===== src/rtl/ppg_pkg.sv =====
package ppg_pkg;

  typedef enum logic [1:0] {
    WM_X1  = 2'd0,
    WM_X2  = 2'd1,
    WM_X4  = 2'd2,
    WM_RSV = 2'd3
  } width_mode_e;

  // number of lanes driven for a width mode, bounded by the lanes present
  function automatic int lanes_for(input width_mode_e m, input int max_lanes);
    int n;
    case (m)
      WM_X2:   n = 2;
      WM_X4:   n = 4;
      default: n = 1;
    endcase
    if (n > max_lanes) n = max_lanes;
    return n;
  endfunction

endpackage


===== src/rtl/ppg_window.sv =====
// Decides whether the current dummy clock lies in the pattern window
// and which pattern slot it carries.
module ppg_window #(
  parameter int CW    = 5,
  parameter int SLOTS = 4,
  localparam int SW   = (SLOTS > 1) ? $clog2(SLOTS) : 1
) (
  input  logic          dummy_active,
  input  logic [CW-1:0] dummy_total,
  input  logic [CW-1:0] dummy_idx,
  output logic          in_win,
  output logic [SW-1:0] slot
);

  logic [CW-1:0] remaining;
  logic          idx_ok;

  always_comb begin
    idx_ok    = dummy_idx < dummy_total;
    remaining = dummy_total - dummy_idx;
    in_win    = dummy_active && idx_ok && (remaining <= CW'(SLOTS));
    slot      = SW'(CW'(SLOTS) - remaining);
  end

endmodule


===== src/rtl/ppg_shift.sv =====
// Holds the captured pattern and picks the two bits for a slot.
module ppg_shift #(
  parameter int PW    = 8,
  localparam int SLOTS = PW / 2,
  localparam int SW   = (SLOTS > 1) ? $clog2(SLOTS) : 1
) (
  input  logic          clk,
  input  logic          rst,
  input  logic          capture,
  input  logic [PW-1:0] pat_in,
  input  logic [SW-1:0] slot,
  output logic          bit_rise,
  output logic          bit_fall
);

  logic [PW-1:0] pat_q;
  logic [PW-1:0] pat_eff;

  always_ff @(posedge clk) begin
    if (rst) pat_q <= '0;
    else if (capture) pat_q <= pat_in;
  end

  // bypass so the capture clock itself already uses the new value
  always_comb begin
    pat_eff  = capture ? pat_in : pat_q;
    bit_rise = pat_eff[PW - 1 - 2 * int'(slot)];
    bit_fall = pat_eff[PW - 2 - 2 * int'(slot)];
  end

  // stored pattern only moves on a capture clock
  a_r9_pattern_held: assert property (@(posedge clk) disable iff (rst)
    !capture |=> $stable(pat_q));

endmodule


===== src/rtl/ppg_lane_mask.sv =====
// Captures the width mode and turns it into a per-lane enable mask.
module ppg_lane_mask
  import ppg_pkg::*;
#(
  parameter int LANES = 4
) (
  input  logic             clk,
  input  logic             rst,
  input  logic             capture,
  input  logic [1:0]       mode_in,
  output logic [LANES-1:0] mask
);

  width_mode_e mode_q;
  width_mode_e mode_eff;
  int          n_active;

  always_ff @(posedge clk) begin
    if (rst) mode_q <= WM_X1;
    else if (capture) mode_q <= width_mode_e'(mode_in);
  end

  always_comb begin
    mode_eff = capture ? width_mode_e'(mode_in) : mode_q;
    n_active = lanes_for(mode_eff, LANES);
  end

  for (genvar i = 0; i < LANES; i++) begin : g_lane
    assign mask[i] = (i < n_active);
  end

  // lane 0 is part of every width
  a_r6_lane0_always: assert property (@(posedge clk) disable iff (rst)
    mask[0]);

endmodule


===== src/rtl/ddr_learn_preamble.sv =====
module ddr_learn_preamble
  import ppg_pkg::*;
#(
  parameter int CW    = 5,
  parameter int PW    = 8,
  parameter int LANES = 4,
  localparam int SLOTS = PW / 2,
  localparam int SW   = (SLOTS > 1) ? $clog2(SLOTS) : 1
) (
  input  logic             clk,
  input  logic             rst,
  input  logic             cs_n,
  input  logic             dummy_active,
  input  logic [CW-1:0]    dummy_total,
  input  logic [CW-1:0]    dummy_idx,
  input  logic             pat_en,
  input  logic [PW-1:0]    pat_val,
  input  logic [1:0]       width_mode,
  output logic [LANES-1:0] dq_rise,
  output logic [LANES-1:0] dq_fall,
  output logic [LANES-1:0] dq_oe
);

  logic             in_win;
  logic [SW-1:0]    slot;
  logic             first_dummy;
  logic             bit_rise, bit_fall;
  logic [LANES-1:0] mask;
  logic             drive;
  logic [LANES-1:0] oe_q, rise_q, fall_q;

  assign first_dummy = dummy_active && !cs_n && (dummy_idx == '0);

  ppg_window #(.CW(CW), .SLOTS(SLOTS)) u_window (
    .dummy_active (dummy_active),
    .dummy_total  (dummy_total),
    .dummy_idx    (dummy_idx),
    .in_win       (in_win),
    .slot         (slot)
  );

  ppg_shift #(.PW(PW)) u_shift (
    .clk      (clk),
    .rst      (rst),
    .capture  (first_dummy),
    .pat_in   (pat_val),
    .slot     (slot),
    .bit_rise (bit_rise),
    .bit_fall (bit_fall)
  );

  ppg_lane_mask #(.LANES(LANES)) u_mask (
    .clk     (clk),
    .rst     (rst),
    .capture (first_dummy),
    .mode_in (width_mode),
    .mask    (mask)
  );

  assign drive = in_win && pat_en && !cs_n;

  always_ff @(posedge clk) begin
    if (rst || !drive) begin
      oe_q   <= '0;
      rise_q <= '0;
      fall_q <= '0;
    end else begin
      oe_q   <= mask;
      rise_q <= mask & {LANES{bit_rise}};
      fall_q <= mask & {LANES{bit_fall}};
    end
  end

  // chip select release drops the bus in the same cycle
  assign dq_oe   = oe_q & {LANES{!cs_n}};
  assign dq_rise = rise_q & dq_oe;
  assign dq_fall = fall_q & dq_oe;

  // registered enables are clear one edge after chip select rises
  a_r10_cs_release: assert property (@(posedge clk) disable iff (rst)
    cs_n |=> (oe_q == '0));

  // a disabled pattern never drives
  a_r8_disabled_quiet: assert property (@(posedge clk) disable iff (rst)
    !pat_en |=> (oe_q == '0));

  // no phase, no drive
  a_r11_idle_quiet: assert property (@(posedge clk) disable iff (rst)
    !dummy_active |=> (oe_q == '0));

  // undriven lanes carry no data
  a_r7_data_gated: assert property (@(posedge clk) disable iff (rst)
    (((rise_q | fall_q) & ~oe_q) == '0));

  // driven lanes form a group starting at lane 0
  a_r6_lanes_contiguous: assert property (@(posedge clk) disable iff (rst)
    ((oe_q & (oe_q + LANES'(1))) == '0));

  // nothing is driven unless the previous edge saw a window clock
  a_r3_window_only: assert property (@(posedge clk) disable iff (rst)
    !in_win |=> (oe_q == '0));

endmodule


===== config.mk =====
export PLATFORM = sky130hd
export DESIGN_NAME = ddr_learn_preamble
export DESIGN_NICKNAME = d
export VERILOG_FILES = /design/src/rtl/ppg_pkg.sv /design/src/rtl/ppg_window.sv /design/src/rtl/ppg_shift.sv /design/src/rtl/ppg_lane_mask.sv /design/src/rtl/ddr_learn_preamble.sv
export SDC_FILE = /design/constraint.sdc
export NUM_CORES = 1
export LEC_CHECK = 0
export BUFFER_PORTS_ARGS = -buffer_cell sky130_fd_sc_hd__buf_2
export CAP_MARGIN = 20
export CORE_MARGIN = 2
export CORE_UTILIZATION = 44
export CTS_CLUSTER_SIZE = 28
export DETAILED_ROUTE_END_ITERATION = 7
export PLACE_DENSITY = 0.76
export SLEW_MARGIN = 20
export SYNTH_ARGS = -nofsm -noshare
export SYNTH_HDL_FRONTEND = slang
export SYNTH_SLANG_ARGS = --single-unit

===== constraint.sdc =====
create_clock -name clk -period 2.08 [get_ports clk]
set_input_delay 0.208 -clock clk [delete_from_list [all_inputs] [get_ports clk]]
set_output_delay 0.208 -clock clk [all_outputs]
set_load 0.02 [all_outputs]

* Yosys cells after proc, flatten, opt, wreduce, memory -nomap -nowiden
Index checks and enable logic that the tools add are counted.
** Word-level totals
- Bits in registers :: 22
- Output and inout port bits :: 12
** Cells by class
- Bitwise logic cells :: 5
- Order comparisons :: 9
- Add/sub/neg operators :: 4
- Equality and inequality tests :: 2
- Muxes and demuxes :: 10
- Reduce and logical (&&, ||, !) cells :: 10
** Operator list (count)
- 32-bit by 5-bit less-than comparator with 1-bit output, second input constant :: 2
- 4-bit AND :: 5
- 8-bit 2-to-1 mux :: 1
- 3-bit by 3-bit subtractor with 4-bit output, first input constant :: 2
- 1-bit binary-select mux with 3-bit select :: 2
- 1-bit logical AND :: 6
- 1-bit by 3-bit less-than comparator with 1-bit output, first input constant :: 2
- 2-bit by 3-bit less-than comparator with 1-bit output, first input constant :: 2
- 3-bit one-hot mux with 2 select lines :: 1
- 5-bit by 3-bit <= comparator with 1-bit output, second input constant :: 1
- 5-bit zero test :: 1
- 5-bit less-than comparator :: 1
- 5-bit subtractor :: 1
- 1-bit 2-to-1 mux :: 4
- 3-bit greater-than comparator, second input constant :: 1
- 3-bit 2-to-1 mux :: 1
- 2-bit by 1-bit equality test with 1-bit output, second input constant :: 1
- 2-bit equality test, second input constant :: 1
- 1-bit zero test :: 2
- 2-bit 2-to-1 mux :: 1
- 1-bit by 2-bit subtractor with 2-bit output, first input constant :: 1
- 1-bit logical OR :: 1

* Logic depth before layout (Yosys ltp)
- Depth after elaboration :: 10
- Gate-level depth with buffers :: 8
- Depth with buffers taken out :: 8

* Modules after synthesis
A second synthesis with hierarchy kept.
** Unflattened totals
- Cells, all modules :: 112
- Area, all modules :: 1186.1 µm²
** By module, submodules not included
- ddr_learn_preamble :: sequential area each 240.2 µm², area an instance 434.2 µm², instances 1, cells an instance 40
- ppg_shift :: sequential area each 160.2 µm², area an instance 405.4 µm², instances 1, cells an instance 32
- ppg_window :: sequential area each 0.0 µm², area an instance 221.5 µm², instances 1, cells an instance 29
- ppg_lane_mask :: sequential area each 40.0 µm², area an instance 125.1 µm², instances 1, cells an instance 11

* Least setup slack after synthesis
No wires, ideal clock.
- Kind :: input port to flip-flop
- Start :: in dummy_total[0]
- End :: reg rise_q[1]
- Data arrival time :: 2.092 ns
- Data required time :: 1.944 ns
- Library setup time :: 0.136 ns
- Path buffers :: 0
- Stages on the path :: 7
- Path slack :: -0.148 ns
- Cells stage by stage :: inv_1 -> ha_1 -> fa_1 -> ha_1 -> mux4_2 -> mux2i_1 -> nor4_1
** Between the ends
- Longest elaborated chain between the ends :: 7
** Ends and longest elaborated chain
- start, declared :: line ddr_learn_preamble.sv:14 : input logic [CW-1:0] dummy_total,
- 5-bit subtractor or 5-bit less-than comparator (tied branches) :: line ppg_window.sv:20, ppg_window.sv:19
- 1-bit by 2-bit subtractor with 2-bit output, or another cell as far along :: line ppg_window.sv:22 : slot = SW'(CW'(SLOTS) - remaining);
- 3-bit by 3-bit subtractor with 4-bit output or 1-bit logical AND (tied branches) :: line ppg_shift.sv:27, ppg_window.sv:21
- 1-bit binary-select mux with 3-bit select or 1-bit logical AND (tied branches) :: line ppg_shift.sv:27, ddr_learn_preamble.sv:60
- 1-bit 2-to-1 mux (not written as such) or 1-bit logical AND (tied branches) :: line ppg_shift.sv:27, ddr_learn_preamble.sv:60
- 1-bit 2-to-1 mux (not written as such) or 1-bit zero test (tied branches) :: line ppg_shift.sv:27, ddr_learn_preamble.sv:63
- 4-bit AND or 1-bit logical OR (tied branches) :: line ddr_learn_preamble.sv:69, ddr_learn_preamble.sv:63
- end signal, assigned :: line ddr_learn_preamble.sv:69 : rise_q <= mask & {LANES{bit_rise}};
- end, declared :: line ddr_learn_preamble.sv:30 : logic [LANES-1:0] oe_q, rise_q, fall_q;
Parallel ways exist; a longest one is shown, timed or not. The select of a mux whose other input is x is not followed.
A chain may end at the register's enable or synchronous reset.

* Worst setup path after layout
- Start :: in dummy_total[0]
- End :: reg fall_q[0]
** Between the ends
- Longest elaborated chain between the ends :: 7
** Ends and longest elaborated chain
- 5-bit subtractor or 5-bit less-than comparator (tied branches) :: line ppg_window.sv:20, ppg_window.sv:19
- 1-bit by 2-bit subtractor with 2-bit output, or another cell as far along :: line ppg_window.sv:22
- 3-bit by 3-bit subtractor with 4-bit output or 1-bit logical AND (tied branches) :: line ppg_shift.sv:28, ppg_window.sv:21
- 1-bit binary-select mux with 3-bit select or 1-bit logical AND (tied branches) :: line ppg_shift.sv:28, ddr_learn_preamble.sv:60
- 1-bit 2-to-1 mux (not written as such) or 1-bit logical AND (tied branches) :: line ppg_shift.sv:28, ddr_learn_preamble.sv:60
- 1-bit 2-to-1 mux (not written as such) or 1-bit zero test (tied branches) :: line ppg_shift.sv:28, ddr_learn_preamble.sv:63
- 4-bit AND or 1-bit logical OR (tied branches) :: line ddr_learn_preamble.sv:70, ddr_learn_preamble.sv:63
- end signal, assigned :: line ddr_learn_preamble.sv:70 : fall_q <= mask & {LANES{bit_fall}};
- end, declared :: line ddr_learn_preamble.sv:30
Parallel ways exist; a longest one is shown, timed or not. The select of a mux whose other input is x is not followed.

==> results.sh <==
export IMPL_via_per_inst=5.11
export IMPL_die_area_sq_um=2850
export IMPL_cts_setup_buffers=0
export IMPL_drt_pass1_iter_count=4
export IMPL_worstPathArrival_ps=2160
export IMPL_drc=0
export IMPL_drtIter0Drc=9
export IMPL_clk_latency_ps=290
export IMPL_cts_buffers=3
export IMPL_p_seq_share_pct=50.4
export IMPL_grt_total_usage_pct=17.6
export IMPL_synthesis_area_sq_um=1070
export IMPL_ir_drop_uv=347
export IMPL_route_antenna_remaining_nets=0
export IMPL_cts_htree_levels=1
export IMPL_worst_slew_pin_slew_ps=450
export IMPL_synth_area_top_cells="dfxtp_1 (35%), mux2i_1 (9.3%), mux4_2 (8.4%)"
export IMPL_drive_gt1_share_pct=41.0
export IMPL_area_delta_synth_final_pct=26.1
export IMPL_synth_most_common_cell="dfxtp_1"
export IMPL_clock_path_buffers=2
export IMPL_yosys_area_top_type="dfxtp_1"
export IMPL_cts_tree="yes"
export IMPL_multi_input_area_sq_um=661
export IMPL_synth_commonest_cells="dfxtp_1 (19), nor2_1 (13), mux2i_1 (10)"
export IMPL_worstSetupEndpointType="flop"
export IMPL_gp_congestion=0.821
export IMPL_crit_type="input port to flop"
export IMPL_ys_async_sr_fraction_pct=0
export IMPL_seq_area_sq_um=380
export IMPL_yosysWarnings=0
export IMPL_synth_area_per_cell_sq_um=10.3
export IMPL_synth_edff_count=0
export IMPL_clkPwrFrac_pct=25.0
export IMPL_post_cts_resized=0
export IMPL_grt_start_max_net_pins=12
export IMPL_fillerInstances=206
export IMPL_busiest_layer="met2"
export IMPL_worst_clock_skew_ps=8.01
export IMPL_p_leak_nw=0.671
export IMPL_power_total_mw=0.724
export IMPL_row_count=17
export IMPL_root_buffer="clkbuf_4"
export IMPL_layout_nets=178
export IMPL_synth_top_flop_cell="dfxtp_1"
export IMPL_powerDensity_nw_per_um2=535
export IMPL_slew_viol_final=0
export IMPL_synth_seq_area_share_pct=35.5
export IMPL_io_buffers=36
export IMPL_synth_top_area_share_pct=35.5
export IMPL_cp_required_ps=2240
export IMPL_antennaDiodeCount=0
export IMPL_drv_cap=0
export IMPL_startpoint_type="input port"
export IMPL_post_drt_wl_per_cell_um=12.2
export IMPL_clk_pin_slew_ps=110
export IMPL_period_share_pct=96.0
export IMPL_synthCells=104
export IMPL_swShare_pct=26.9
export IMPL_setup_viol=0
export IMPL_met2_usage_pct=33.1
export IMPL_globalRouteOverflowTotal=0
export IMPL_routed_wl_mm=2.09
export IMPL_finalCriticalPeriod_ps=2000
export IMPL_met1_usage_pct=19.0
export IMPL_outcome="completed"
export IMPL_postCtsHoldBufs=0
export IMPL_synth_seq_cells=19
export IMPL_intPower_mw=0.529
export IMPL_cp_max_fo=4
export IMPL_maxClockFrequency_mhz=501
export IMPL_use_met3_pct=4.24
export IMPL_hp_class="input port to flop"
export IMPL_hpwl_mm=1.75
export IMPL_synth_distinct_cells=26
export IMPL_max_slew_margin_pct=69.4
export IMPL_grt_antenna_before_repair=0
export IMPL_dieHeight_um=53.4
export IMPL_cts_sinks=19
export IMPL_finalHoldViolCount=0
export IMPL_vias=879
export IMPL_holdWs_ps=156
export IMPL_die_x_um=53.4
export IMPL_pin_count=37
export IMPL_p_comb_share_pct=24.6
export IMPL_grt_pass1_vias=877
export IMPL_start_util_pct=47.6
export IMPL_final_cell_count_no_fill=172
export IMPL_grt_pass1_wl_mm=3.66
export IMPL_placeableCoreArea_sq_um=2250
export IMPL_dp_cells=168
export IMPL_p_sw_mw=0.195
export IMPL_rsz0062_at_grt="no"
export IMPL_syn_num_nets=137
==> worst paths after layout <==
check | endpoint | slack (ps) | start | cells after the start
min reg2reg | u_shift.pat_q[4]$_SDFF_PP0_ | 510 | u_shift.pat_q[4]$_SDFF_PP0_ | 2
max reg2reg | fall_q[1]$_SDFF_PP0_ | 740 | u_mask.mode_q[1]$_SDFF_PP0_ | 4
max | fall_q[0]$_SDFF_PP0_ | 80 | dummy_total[0] | 8
min | u_shift.pat_q[6]$_SDFF_PP0_ | 160 | pat_val[6] | 3
==> registers in the layout (all words and copies together) (netlist names) <==
signal,flops
u_mask.mode_q,2
fall_q,3
u_shift.pat_q,8
rise_q,3
oe_q,3
==> layout make-up <==
type,count,area share [%]
clock buffer,3,1.67
clock inverter,1,0.370
inverter,7,2.31
multi-input combinational,73,48.8
sequential,19,28.1
tap,28,2.59
timing repair buffer,41,16.1
==> routing by layer <==
layer  routed length [um]  vias up
li1                     -      446
met2                 1060       26
met5                    0        -
met1                  902      405
met3                  118        2
met4                   10        0
==> power by group through the flow <==
stage          logic [mW]  registers [mW]  clock network (mW)
2_1_floorplan       0.124           0.373                   0
3_3_place_gp        0.171           0.373                   0
3_5_place_dp        0.178           0.373                   0
4_1_cts             0.179           0.365               0.188
5_1_grt             0.196           0.365               0.203
6_report            0.178           0.365               0.181
==> cell usage in the layout, fill, tap and decap left out <==
master,count
a21o_1,1
a21oi_1,2
a221oi_2,1
and2_1,6
buf_2,36
buf_4,5
clkbuf_4,3
clkinv_2,1
dfxtp_1,19
fa_1,1
ha_1,5
ha_4,2
inv_1,6
inv_6,1
mux2_1,1
mux2_2,1
mux2i_1,9
mux2i_2,3
mux4_2,4
nand2_1,2
nand2b_1,3
nand4_1,2
nand4bb_1,1
nor2_1,13
nor2b_1,4
nor2b_4,1
nor3_1,3
nor4_1,6
nor4b_2,1
xnor2_1,1
==> kinds of logic (layout without fill, tap and decap cells) <==
group	after synthesis	in the layout	synth area share [%]
and+or+nand+nor	42	42	22.6
adders and majority gates	8	8	10.0
muxes	18	18	22.4
xor gates and xnor gates	1	1	0.817
AOI/OAI and AO/OA	4	4	3.03
DFF	19	19	35.5
buffers and inverters	12	52	5.60
==> through the flow <==
stage          util [%]  area (sq um)  setup TNS [ps]  setup slack, ps
2_1_floorplan         -          1110               0             2.15
3_3_place_gp       58.8          1330           -1010             -182
3_5_place_dp       58.8          1330           -1360             -237
4_1_cts            60.0          1350               0             88.9
5_1_grt            60.0          1350               0             50.0
6_report           60.0          1350               0             82.8
==> worst max-delay path, cell delays in order <==
cell	delay (ps)
buf_2	120
inv_6	30
ha_4	150
fa_1	500
ha_4	330
mux4_2	510
mux2i_2	230
nor4_1	80
No activity file was read; power rests on OpenSTA's default activity.
